[config.mk]
export PLATFORM = sky130hd
export DESIGN_NAME = polyFile
export DESIGN_NICKNAME = d
export VERILOG_FILES = /design/src/rtl/polyPkg.sv /design/src/rtl/polyLaneAlu.sv /design/src/rtl/polyDatapath.sv /design/src/rtl/polyControl.sv /design/src/rtl/polyFile.sv
export SDC_FILE = /design/constraint.sdc
export NUM_CORES = 2
export LEC_CHECK = 0
export BUFFER_PORTS_ARGS = -buffer_cell sky130_fd_sc_hd__buf_2
export CAP_MARGIN = 10
export CORE_MARGIN = 2
export CORE_UTILIZATION = 60
export DETAILED_ROUTE_END_ITERATION = 10
export PLACE_DENSITY = 0.72
export SETUP_SLACK_MARGIN = 0.5
export SYNTH_ARGS = -nofsm -noshare
export SYNTH_HDL_FRONTEND = slang
export SYNTH_SLANG_ARGS = --single-unit
[constraint.sdc]
create_clock -name clk -period 37.4 [get_ports clk]
set_input_delay 0 -clock clk [delete_from_list [all_inputs] [get_ports clk]]
set_output_delay 0 -clock clk [all_outputs]
set_load 0.01 [all_outputs]
[src/rtl/polyPkg.sv]
package polyPkg;
  localparam int NUM_MEM = 6;
  localparam int IDX_W   = 3;

  typedef enum logic [1:0] {
    OP_LOAD   = 2'd0,
    OP_ENCODE = 2'd1,
    OP_ADD    = 2'd2,
    OP_MUL    = 2'd3
  } opcode_e;

  typedef enum logic [1:0] {
    SRC_LOAD = 2'd0,
    SRC_ENC  = 2'd1,
    SRC_ADD  = 2'd2,
    SRC_MUL  = 2'd3
  } wrSrc_e;

  // strobes from control to datapath
  typedef struct packed {
    logic [IDX_W-1:0] rdSel;   // bank routed through the output mux
    logic             latchA;  // capture first operand
    logic             capLow;  // capture encoded low lane
    logic             wrEn;    // write the shared data bus
    logic [IDX_W-1:0] wrSel;   // bank receiving the write
    wrSrc_e           wrSrc;   // what drives the write bus
  } strobe_t;
endpackage

[src/rtl/polyLaneAlu.sv]
module polyLaneAlu #(
  parameter int Q  = 7681,
  parameter int CW = 13
) (
  input  logic [CW-1:0] a,
  input  logic [CW-1:0] b,
  input  logic          isMul,
  output logic [CW-1:0] res
);
  localparam int PW = 2 * CW;

  logic [CW:0]   sum;
  logic [CW:0]   sumRed;
  logic [PW-1:0] prod;
  logic [PW-1:0] prodRed;

  always_comb begin
    sum     = {1'b0, a} + {1'b0, b};
    sumRed  = (sum >= (CW+1)'(Q)) ? (sum - (CW+1)'(Q)) : sum;
    prod    = PW'(a) * PW'(b);
    prodRed = prod % PW'(Q);
    res     = isMul ? prodRed[CW-1:0] : sumRed[CW-1:0];
  end
endmodule

[src/rtl/polyDatapath.sv]
module polyDatapath
  import polyPkg::*;
#(
  parameter int N  = 16,
  parameter int Q  = 7681,
  parameter int CW = 13,
  localparam int DEPTH = N / 2,
  localparam int AW = $clog2(DEPTH)
) (
  input  logic          clk,
  input  logic          rstN,
  input  strobe_t       strb,
  input  logic [AW-1:0] rdAddr,
  input  logic [AW-1:0] wrAddr,
  input  logic [CW-1:0] loadLo,
  input  logic [CW-1:0] loadHi,
  input  logic          msgBit,
  output logic [CW-1:0] rdLo,
  output logic [CW-1:0] rdHi
);
  localparam int WW = 2 * CW;
  localparam logic [CW-1:0] HALF = CW'((Q - 1) / 2);

  logic [NUM_MEM-1:0][WW-1:0] bankOut;
  logic [WW-1:0] rdWord;
  logic [WW-1:0] opA;
  logic [WW-1:0] arithWord;
  logic [WW-1:0] wrWord;
  logic [CW-1:0] encBit;
  logic [CW-1:0] lowReg;

  // six banks sharing address and data; only the enable is per bank
  for (genvar g = 0; g < NUM_MEM; g++) begin : gBank
    logic [WW-1:0] mem [DEPTH];
    always_ff @(posedge clk) begin
      if (strb.wrEn && strb.wrSel == IDX_W'(g)) mem[wrAddr] <= wrWord;
    end
    assign bankOut[g] = mem[rdAddr];
  end

  // single output multiplexer, registered
  always_ff @(posedge clk) begin
    if (!rstN) rdWord <= '0;
    else if (strb.rdSel < IDX_W'(NUM_MEM)) rdWord <= bankOut[strb.rdSel];
    else rdWord <= '0;
  end

  always_ff @(posedge clk) begin
    if (!rstN) begin
      opA    <= '0;
      lowReg <= '0;
    end else begin
      if (strb.latchA) opA <= rdWord;
      if (strb.capLow) lowReg <= encBit;
    end
  end

  assign encBit = msgBit ? HALF : '0;

  for (genvar l = 0; l < 2; l++) begin : gLane
    polyLaneAlu #(.Q(Q), .CW(CW)) uAlu (
      .a    (opA[l*CW +: CW]),
      .b    (rdWord[l*CW +: CW]),
      .isMul(strb.wrSrc == SRC_MUL),
      .res  (arithWord[l*CW +: CW])
    );
  end

  always_comb begin
    unique case (strb.wrSrc)
      SRC_LOAD: wrWord = {loadHi, loadLo};
      SRC_ENC:  wrWord = {encBit, lowReg};
      default:  wrWord = arithWord;
    endcase
  end

  assign rdLo = rdWord[CW-1:0];
  assign rdHi = rdWord[WW-1:CW];

  AST_ENC_VALUES: assert property (@(posedge clk) disable iff (!rstN)
    (strb.wrEn && strb.wrSrc == SRC_ENC) |->
      ((wrWord[CW-1:0] == '0 || wrWord[CW-1:0] == HALF) &&
       (wrWord[WW-1:CW] == '0 || wrWord[WW-1:CW] == HALF)));
  AST_ARITH_RANGE: assert property (@(posedge clk) disable iff (!rstN)
    (strb.wrEn && (strb.wrSrc == SRC_ADD || strb.wrSrc == SRC_MUL) &&
     opA[CW-1:0] < CW'(Q) && rdWord[CW-1:0] < CW'(Q)) |->
      (wrWord[CW-1:0] < CW'(Q)));
  AST_WR_BANK: assert property (@(posedge clk) disable iff (!rstN)
    strb.wrEn |-> (strb.wrSel < IDX_W'(NUM_MEM)));
endmodule

[src/rtl/polyControl.sv]
module polyControl
  import polyPkg::*;
#(
  parameter int N = 16,
  localparam int DEPTH = N / 2,
  localparam int AW = $clog2(DEPTH)
) (
  input  logic             clk,
  input  logic             rstN,
  input  logic             instValid,
  input  logic [1:0]       instOp,
  input  logic [IDX_W-1:0] rdIdx0,
  input  logic [IDX_W-1:0] rdIdx1,
  input  logic [IDX_W-1:0] wrIdx,
  input  logic             loadValid,
  input  logic             msgValid,
  input  logic [IDX_W-1:0] outSel,
  input  logic [AW-1:0]    outAddr,
  output logic             busy,
  output logic             done,
  output strobe_t          strb,
  output logic [AW-1:0]    rdAddr,
  output logic [AW-1:0]    wrAddr
);
  typedef enum logic [1:0] {ST_IDLE, ST_LOAD, ST_ENC, ST_ARITH} state_e;

  state_e           state;
  opcode_e          opReg;
  logic [IDX_W-1:0] srcA, srcB, dst;
  logic [AW-1:0]    cnt, addrD;
  logic             phase, issuing, p0d, p1d, doneReg;
  logic             badIdx, accept, lastWord;

  assign badIdx   = (rdIdx0 >= IDX_W'(NUM_MEM)) || (rdIdx1 >= IDX_W'(NUM_MEM)) ||
                    (wrIdx >= IDX_W'(NUM_MEM));
  assign accept   = instValid && (state == ST_IDLE) && !badIdx;
  assign lastWord = (cnt == AW'(DEPTH - 1));

  always_ff @(posedge clk) begin
    if (!rstN) begin
      state   <= ST_IDLE;
      opReg   <= OP_LOAD;
      srcA    <= '0;
      srcB    <= '0;
      dst     <= '0;
      cnt     <= '0;
      addrD   <= '0;
      phase   <= 1'b0;
      issuing <= 1'b0;
      p0d     <= 1'b0;
      p1d     <= 1'b0;
      doneReg <= 1'b0;
    end else begin
      doneReg <= 1'b0;
      p0d     <= (state == ST_ARITH) && issuing && !phase;
      p1d     <= (state == ST_ARITH) && issuing && phase;
      addrD   <= cnt;
      unique case (state)
        ST_IDLE: if (accept) begin
          opReg <= opcode_e'(instOp);
          srcA  <= rdIdx0;
          srcB  <= rdIdx1;
          dst   <= wrIdx;
          cnt   <= '0;
          phase <= 1'b0;
          unique case (opcode_e'(instOp))
            OP_LOAD:   state <= ST_LOAD;
            OP_ENCODE: state <= ST_ENC;
            default: begin
              state   <= ST_ARITH;
              issuing <= 1'b1;
            end
          endcase
        end
        ST_LOAD: if (loadValid) begin
          cnt <= cnt + 1'b1;
          if (lastWord) begin
            state   <= ST_IDLE;
            doneReg <= 1'b1;
          end
        end
        ST_ENC: if (msgValid) begin
          phase <= ~phase;
          if (phase) begin
            cnt <= cnt + 1'b1;
            if (lastWord) begin
              state   <= ST_IDLE;
              doneReg <= 1'b1;
            end
          end
        end
        ST_ARITH: begin
          if (issuing) begin
            phase <= ~phase;
            if (phase) begin
              cnt <= cnt + 1'b1;
              if (lastWord) issuing <= 1'b0;
            end
          end
          if (p1d && addrD == AW'(DEPTH - 1)) begin
            state   <= ST_IDLE;
            doneReg <= 1'b1;
          end
        end
        default: state <= ST_IDLE;
      endcase
    end
  end

  always_comb begin
    strb        = '0;
    strb.wrSel  = dst;
    strb.latchA = p0d;
    unique case (opReg)
      OP_LOAD:   strb.wrSrc = SRC_LOAD;
      OP_ENCODE: strb.wrSrc = SRC_ENC;
      OP_ADD:    strb.wrSrc = SRC_ADD;
      default:   strb.wrSrc = SRC_MUL;
    endcase
    if (state == ST_ARITH) begin
      rdAddr     = cnt;
      strb.rdSel = phase ? srcB : srcA;
      wrAddr     = addrD;
      strb.wrEn  = p1d;
    end else begin
      rdAddr      = outAddr;
      strb.rdSel  = outSel;
      wrAddr      = cnt;
      strb.wrEn   = ((state == ST_LOAD) && loadValid) ||
                    ((state == ST_ENC) && msgValid && phase);
      strb.capLow = (state == ST_ENC) && msgValid && !phase;
    end
  end

  assign busy = (state != ST_IDLE);
  assign done = doneReg;

  AST_DONE_SINGLE: assert property (@(posedge clk) disable iff (!rstN)
    done |=> !done);
  AST_DONE_ON_FALL: assert property (@(posedge clk) disable iff (!rstN)
    done |-> (!busy && $past(busy)));
  AST_IGNORE_BUSY: assert property (@(posedge clk) disable iff (!rstN)
    (busy && instValid) |=> ($stable(dst) && $stable(srcA) && $stable(srcB)));
  AST_BAD_INDEX: assert property (@(posedge clk) disable iff (!rstN)
    (!busy && instValid && badIdx) |=> !busy);
endmodule

[src/rtl/polyFile.sv]
module polyFile
  import polyPkg::*;
#(
  parameter int N  = 16,
  parameter int Q  = 7681,
  parameter int CW = $clog2(Q),
  localparam int DEPTH = N / 2,
  localparam int AW = $clog2(DEPTH)
) (
  input  logic          clk,
  input  logic          rstN,
  input  logic          instValid,
  input  logic [1:0]    instOp,
  input  logic [2:0]    rdIdx0,
  input  logic [2:0]    rdIdx1,
  input  logic [2:0]    wrIdx,
  output logic          instBusy,
  output logic          instDone,
  input  logic          loadValid,
  input  logic [CW-1:0] loadLo,
  input  logic [CW-1:0] loadHi,
  input  logic          msgValid,
  input  logic          msgBit,
  input  logic [2:0]    outSel,
  input  logic [AW-1:0] outAddr,
  output logic [CW-1:0] outLo,
  output logic [CW-1:0] outHi
);
  strobe_t       strb;
  logic [AW-1:0] rdAddr;
  logic [AW-1:0] wrAddr;

  polyControl #(.N(N)) uCtrl (
    .clk      (clk),
    .rstN     (rstN),
    .instValid(instValid),
    .instOp   (instOp),
    .rdIdx0   (rdIdx0),
    .rdIdx1   (rdIdx1),
    .wrIdx    (wrIdx),
    .loadValid(loadValid),
    .msgValid (msgValid),
    .outSel   (outSel),
    .outAddr  (outAddr),
    .busy     (instBusy),
    .done     (instDone),
    .strb     (strb),
    .rdAddr   (rdAddr),
    .wrAddr   (wrAddr)
  );

  polyDatapath #(.N(N), .Q(Q), .CW(CW)) uData (
    .clk   (clk),
    .rstN  (rstN),
    .strb  (strb),
    .rdAddr(rdAddr),
    .wrAddr(wrAddr),
    .loadLo(loadLo),
    .loadHi(loadHi),
    .msgBit(msgBit),
    .rdLo  (outLo),
    .rdHi  (outHi)
  );
endmodule

Yosys cells after proc, flatten, opt, wreduce, memory -nomap -nowiden. Memory sizes are Yosys's and may differ from the RTL's. Index checks and enable logic that the tools add are counted.

Memories: 6. Input port bits: 49. Logic and storage cells: 153. Flip-flop bits (word level): 89. Memory bits (writable): 1248.

Memory list: uData.gBank[0].mem (words 8, width 26, rd ports 1, clocked after memory_dff 0, wr ports 1, line polyDatapath.sv:34) `logic [WW-1:0] mem [DEPTH];`; uData.gBank[1].mem (words 8, width 26, rd ports 1, clocked after memory_dff 0, wr ports 1, line polyDatapath.sv:34); uData.gBank[2].mem (words 8, width 26, rd ports 1, clocked after memory_dff 0, wr ports 1, line polyDatapath.sv:34); uData.gBank[3].mem (words 8, width 26, rd ports 1, clocked after memory_dff 0, wr ports 1, line polyDatapath.sv:34); uData.gBank[4].mem (words 8, width 26, rd ports 1, clocked after memory_dff 0, wr ports 1, line polyDatapath.sv:34); uData.gBank[5].mem (words 8, width 26, rd ports 1, clocked after memory_dff 0, wr ports 1, line polyDatapath.sv:34).

Div/mod/pow operators: 2. Muxes and demuxes: 57. Add/sub/neg operators: 5. $lt $le $gt $ge: 7. Equality and inequality tests: 22. Bitwise gates (word level): 1. Reduce and logical (&&, ||, !) cells: 36. $mul: 2.

Operators with widths (count): 26-bit binary-select mux with 3-bit select (1); 26-bit by 13-bit remainder unit with 26-bit output (second input constant) (2); 13-bit by 13-bit multiplier with 26-bit output (2); 13-bit two-way mux (4); 26-bit one-hot mux with 2 select lines (1); 13-bit by 13-bit adder with 14-bit output (2); 14-bit by 13-bit greater-or-equal comparator with 1-bit output (second input constant) (2); 1-bit two-way mux (27); 3-bit two-way mux (9); 26-bit two-way mux (1); 13-bit subtractor (second input constant) (2); 1-bit logical AND (16); 3-bit equality test (second input constant) (4); 12-bit two-way mux (1); 2-bit two-way mux (6); 3-bit one-hot mux with 4 select lines (1); 3-bit greater-or-equal comparator (second input constant) (3); 2-bit by 1-bit equality test with 1-bit output (second input constant) (4); 2-bit equality test (second input constant) (4); 2-bit logical NOT (4); 2-bit != test (second input constant) (4); 2-bit one-hot mux with 4 select lines (1); 4-bit AND reduction (2); 3-bit by 2-bit equality test with 1-bit output (second input constant) (2); 19 further kinds (27).

Logic depth before layout (Yosys ltp).
Depth after elaboration: 8. Mapped depth: 77. Gate-level depth less buffers: 69.

Modules after synthesis. Synthesis repeated with hierarchy kept, for this count alone.

Cells, all modules: 6174. Area, all modules: 78579.1 µm².

By module, submodules not included: polyDatapath (cells an instance 2366, instances 1, area an instance 49767.7 µm²); polyLaneAlu at uData.gLane[0].uAlu (cells an instance 1851, instances 1, area an instance 13773.2 µm²); polyLaneAlu at uData.gLane[1].uAlu (cells an instance 1819, instances 1, area an instance 13705.6 µm²); polyControl (cells an instance 138, instances 1, area an instance 1332.5 µm²).

Worst setup path after synthesis. OpenSTA, ideal clock, no wires.

Kind: flip-flop to flip-flop. Start point: register uData.rdWord[19]. End point: memory uData.gBank[0].mem[0][14] (netlist bit), data pin. Path buffers: 6. Clock period less this slack: 19.361 ns. Arrival time: 18.895 ns. Required time: 36.933 ns. Cell stages (with the launch flop): 67. Path slack: 18.039 ns. Path through: dfxtp_1 clkbuf_1 nand2_1 fa_1 inv_1 fa_1 inv_1 fa_1 fa_1 fa_1 inv_1 ha_1 buf_6 and3_1 a221o_1 a221oi_4 o211ai_2 or4b_1 [31 not listed] o311a_1 and3_1 buf_4 a21oi_2 xnor2_1 inv_1 ha_1 and4_4 nand4b_4 nand2_4 or4_1 a21boi_2 nand2_2 a211o_1 a21o_1 buf_6 mux2_1 o22ai_1.

Cells in the longest elaborated chain, start to end: 5. Elaborated cells on any way between the ends: 7.

Ends and longest elaborated chain: start, declared (line polyDatapath.sv:25) `logic [WW-1:0] rdWord;`; start signal, assigned (line polyDatapath.sv:44) `else if (strb.rdSel < IDX_W'(NUM_MEM)) rdWord <= bankOut[strb.rdSel];`; parallel branches: the longest is 3 deep, another holds 13-bit by 13-bit multiplier with 26-bit output; 13-bit two-way mux (*) (line polyLaneAlu.sv:22) `res = isMul ? prodRed[CW-1:0] : sumRed[CW-1:0];`; 26-bit one-hot mux with 2 select lines (*) (line polyDatapath.sv:70) `unique case (strb.wrSrc)`; named net uData.wrWord[14] (line polyDatapath.sv:28) `logic [WW-1:0] wrWord;`; end, declared (line polyDatapath.sv:34).

Mark *: on every way through the listed nets, which the timed path passes.

Worst setup path after layout.
Start point: register uData.rdWord[21]. End point: memory uData.gBank[4].mem[5][18] (netlist bit), data pin.

Cells in the longest elaborated chain, start to end: 5. Elaborated cells on any way between the ends: 7.

Ends and longest elaborated chain (line): parallel branches: the longest is 3 deep, another holds 13-bit by 13-bit multiplier with 26-bit output; 13-bit two-way mux (*) (polyLaneAlu.sv:22); 26-bit one-hot mux with 2 select lines (*) (polyDatapath.sv:70); named net uData.wrWord[18] (polyDatapath.sv:28); end, declared (polyDatapath.sv:34).

Marks and branches as above.

==> results.ini <==
[cells_and_area]
drive_gt1_share_pct=16.5
fin_cells=7838
area_delta_synth_final_pct=8.38
antenna_cells=0
layout.nets=6556

[clocking]
cts_tree=yes
holdBufCountCts=29
insertion_delay_ps=740
post_cts_buffers=0
path_clk_slew_ps=60
cts_root_buf=clkbuf_16
ctsResizeCount=0
ctsLongestPathBuffers=3
htree_levels=3
numCtsBuffers=117
clkSinkCount=1325

[critical_path]
cp-startpoint=uData.rdWord[21]$_SDFF_PN0_
reg2reg_from=uData.rdWord[21]$_SDFF_PN0_
crit_family=compound AO/OA/AOI/OAI gates
arrival_ps=23550
crit_slowest_cell=o22ai_4
crit_buf_inv=3
worst_setup_path_end_kind=register
slowest_delay_ps=910
cp-start-kind=register
cp_data_required_time_ps=37750
cp_max_fo=48
critical_path_class=reg -> reg

[detailed_routing]
drc_errors=0
wl_um=202000
ant_nets=0
drt_first_iter_violations=5636
drt-pass1-iter-count=6
viasPerCell=6.56
wl_per_cell_um=25.7
num_vias=51393

[job]
drv_cap=0

[pwr]
p_per_area_mw_per_mm2=38.6
p_leak_nw=30.4
ir_drop_mv=0.0472

[sta]
finalSetupViolCount=0
timing.fmax_ghz=0.0431
setup_tns_ps=0
slew_headroom_pct=14.9
finalHoldViolCount=1
hold_ws_ps=-0.473
rsz0062_at_grt=no
tightestPinTransition_ps=1280
clock_skew_ps=25.3
setup_ws_ps=14200
timing.final.crit_period_ps=23200
min_period_over_period_pct=62.0
drv_slew=0

[placement]
pre_cts_slack_ps=14350
placed_cells=7581
dp_hpwl_um=129000
io_buffers=76
place.gp.congestion=0.914

[outcome]
outcome=finished with violations
violations=hold timing

[die]
ios=77
die_width_um=363
core_mm2=0.128
rows=131
die-area_mm2=0.132
initial_core_util_pct=60.4
die_h_um=363

[synth]
async_flop_share_pct=0
syn_area_mm2=0.0772
synth_most_common_cell=edfxtp_1
synth-edff-count=1248
synth_seq_cells=1325
avgSynthCellArea_um2=12.8
synth.area.top_cells=edfxtp_1 49%, mux4_2 9.2%, fa_1 6.3%
synth_cell_type_count=176
yosysWarnings=0
yosys.area.top_type=edfxtp_1
syn_nets=6528
synth_top_cell_area_share_pct=48.6
synthTopCellsByCount=1248 x edfxtp_1, 690 x nand2_1, 394 x inv_1, 314 x mux4_2, 290 x nor2_1
ys_seq_area_share_pct=50.6
synth_flop_cell=edfxtp_1
synthCells=6049

[worst_hold_path]
hold_class=in -> reg
hold_path_startpoint=loadLo[12]

[global_route]
gr-total-overflow=0
grt_max_degree=131
antenna_found_initial=3
grt_pass1_vias=51194
grtUsageTotal_pct=30.6
grt_first_pass_wirelength_um=307000

==> stage by stage <==
stage	utilization (%)	power [mW]	area, um2
4_1_cts	65.4	3.23	83500
2_1_floorplan	-	1.93	77200
3_3_place_gp	62.2	2.04	79400
6_report	65.5	3.23	83600
5_1_grt	65.5	3.32	83600
3_5_place_dp	62.2	2.05	79400
==> cell usage in the layout (no fill, tap or decap), types with 37 or more instances in the layout <==
| cell type | count |
|---|---|
| nor3_1 | 95 |
| nand2_1 | 689 |
| ha_1 | 186 |
| a31oi_1 | 60 |
| nor2b_1 | 40 |
| buf_4 | 73 |
| nand3_1 | 161 |
| and2_1 | 235 |
| inv_1 | 394 |
| a21o_1 | 47 |
| dfxtp_1 | 74 |
| clkbuf_16 | 117 |
| o21ai_0 | 131 |
| xnor2_1 | 166 |
| nor2_1 | 242 |
| and3_1 | 58 |
| mux4_2 | 314 |
| edfxtp_1 | 1248 |
| mux2i_1 | 64 |
| buf_2 | 77 |
| o22ai_1 | 39 |
| fa_1 | 244 |
| a21oi_1 | 227 |
| xor2_1 | 84 |
| nand4_1 | 48 |
| nor2_2 | 37 |
==> state kept, by name, summed over array words and instances, names as in the netlist, 2 cells and up <==
register / count
uCtrl.srcA: 3
uCtrl.cnt: 3
uCtrl.state: 2
uCtrl.srcB: 3
uData.opA: 26
uCtrl.addrD: 3
uCtrl.opReg: 2
uData.gBank.mem: 1248
uData.rdWord: 26
uCtrl.dst: 3
==> worst reg2reg max path: cells and delay by family (launching register included) <==
family / cells / cell delay (ps)
flops: 1 / 710
xor+xnor: 5 / 1910
mux: 2 / 1090
simple gates: 21 / 6850
buf+inv: 3 / 240
fa+ha+maj: 8 / 3550
compound gates: 23 / 8450
==> cells by family (layout without fill, tap and decap cells) <==
| family | after synthesis | count (layout) | synth area share (%) |
|---|---|---|---|
| simple gates | 1897 | 1897 | 12.6 |
| buf+inv | 677 | 804 | 3.72 |
| compound gates | 1053 | 1053 | 10.3 |
| mux | 398 | 398 | 10.3 |
| flops | 1325 | 1325 | 50.6 |
| fa+ha+maj | 442 | 442 | 9.50 |
| xor+xnor | 257 | 257 | 3.00 |
==> power by group <==
group          internal, mW  switching [mW]
Clock                 0.666           0.539
Sequential             1.69          0.0258
Combinational         0.103           0.207
==> routing by layer <==
layer | GRT usage [%] | vias to the layer above | share of wire, %
li1 | - | 22724 | -
met1 | 42.3 | 26014 | 40
met2 | 50.9 | 2286 | 49
met3 | 4.20 | 367 | 7.9
met4 | 9.19 | 2 | 3.0
met5 | 0 | - | 0.0045
==> worst paths after layout <==
check                                             end  slack (ps)  cells past startpoint
setup reg to reg  uData.gBank[4].mem[5][18]$_DFFE_PP_       14200                     62
hold / removal    uData.gBank[3].mem[0][12]$_DFFE_PP_        -0.5                      3
setup / recovery  uData.gBank[4].mem[5][18]$_DFFE_PP_       14200                     62
hold reg to reg             uCtrl.addrD[2]$_SDFF_PN0_         570                      2
==> layout make-up <==
type	instances	area (um2)
fillers	9188	44000
flip-flops and latches	1325	39000
multi-input cells	4047	35800
clock buffers	145	3050
well taps	1662	2080
inverters	396	1490
repair buffers	190	1410
clock inverters	73	746
(Power assumes the default switching activity.)
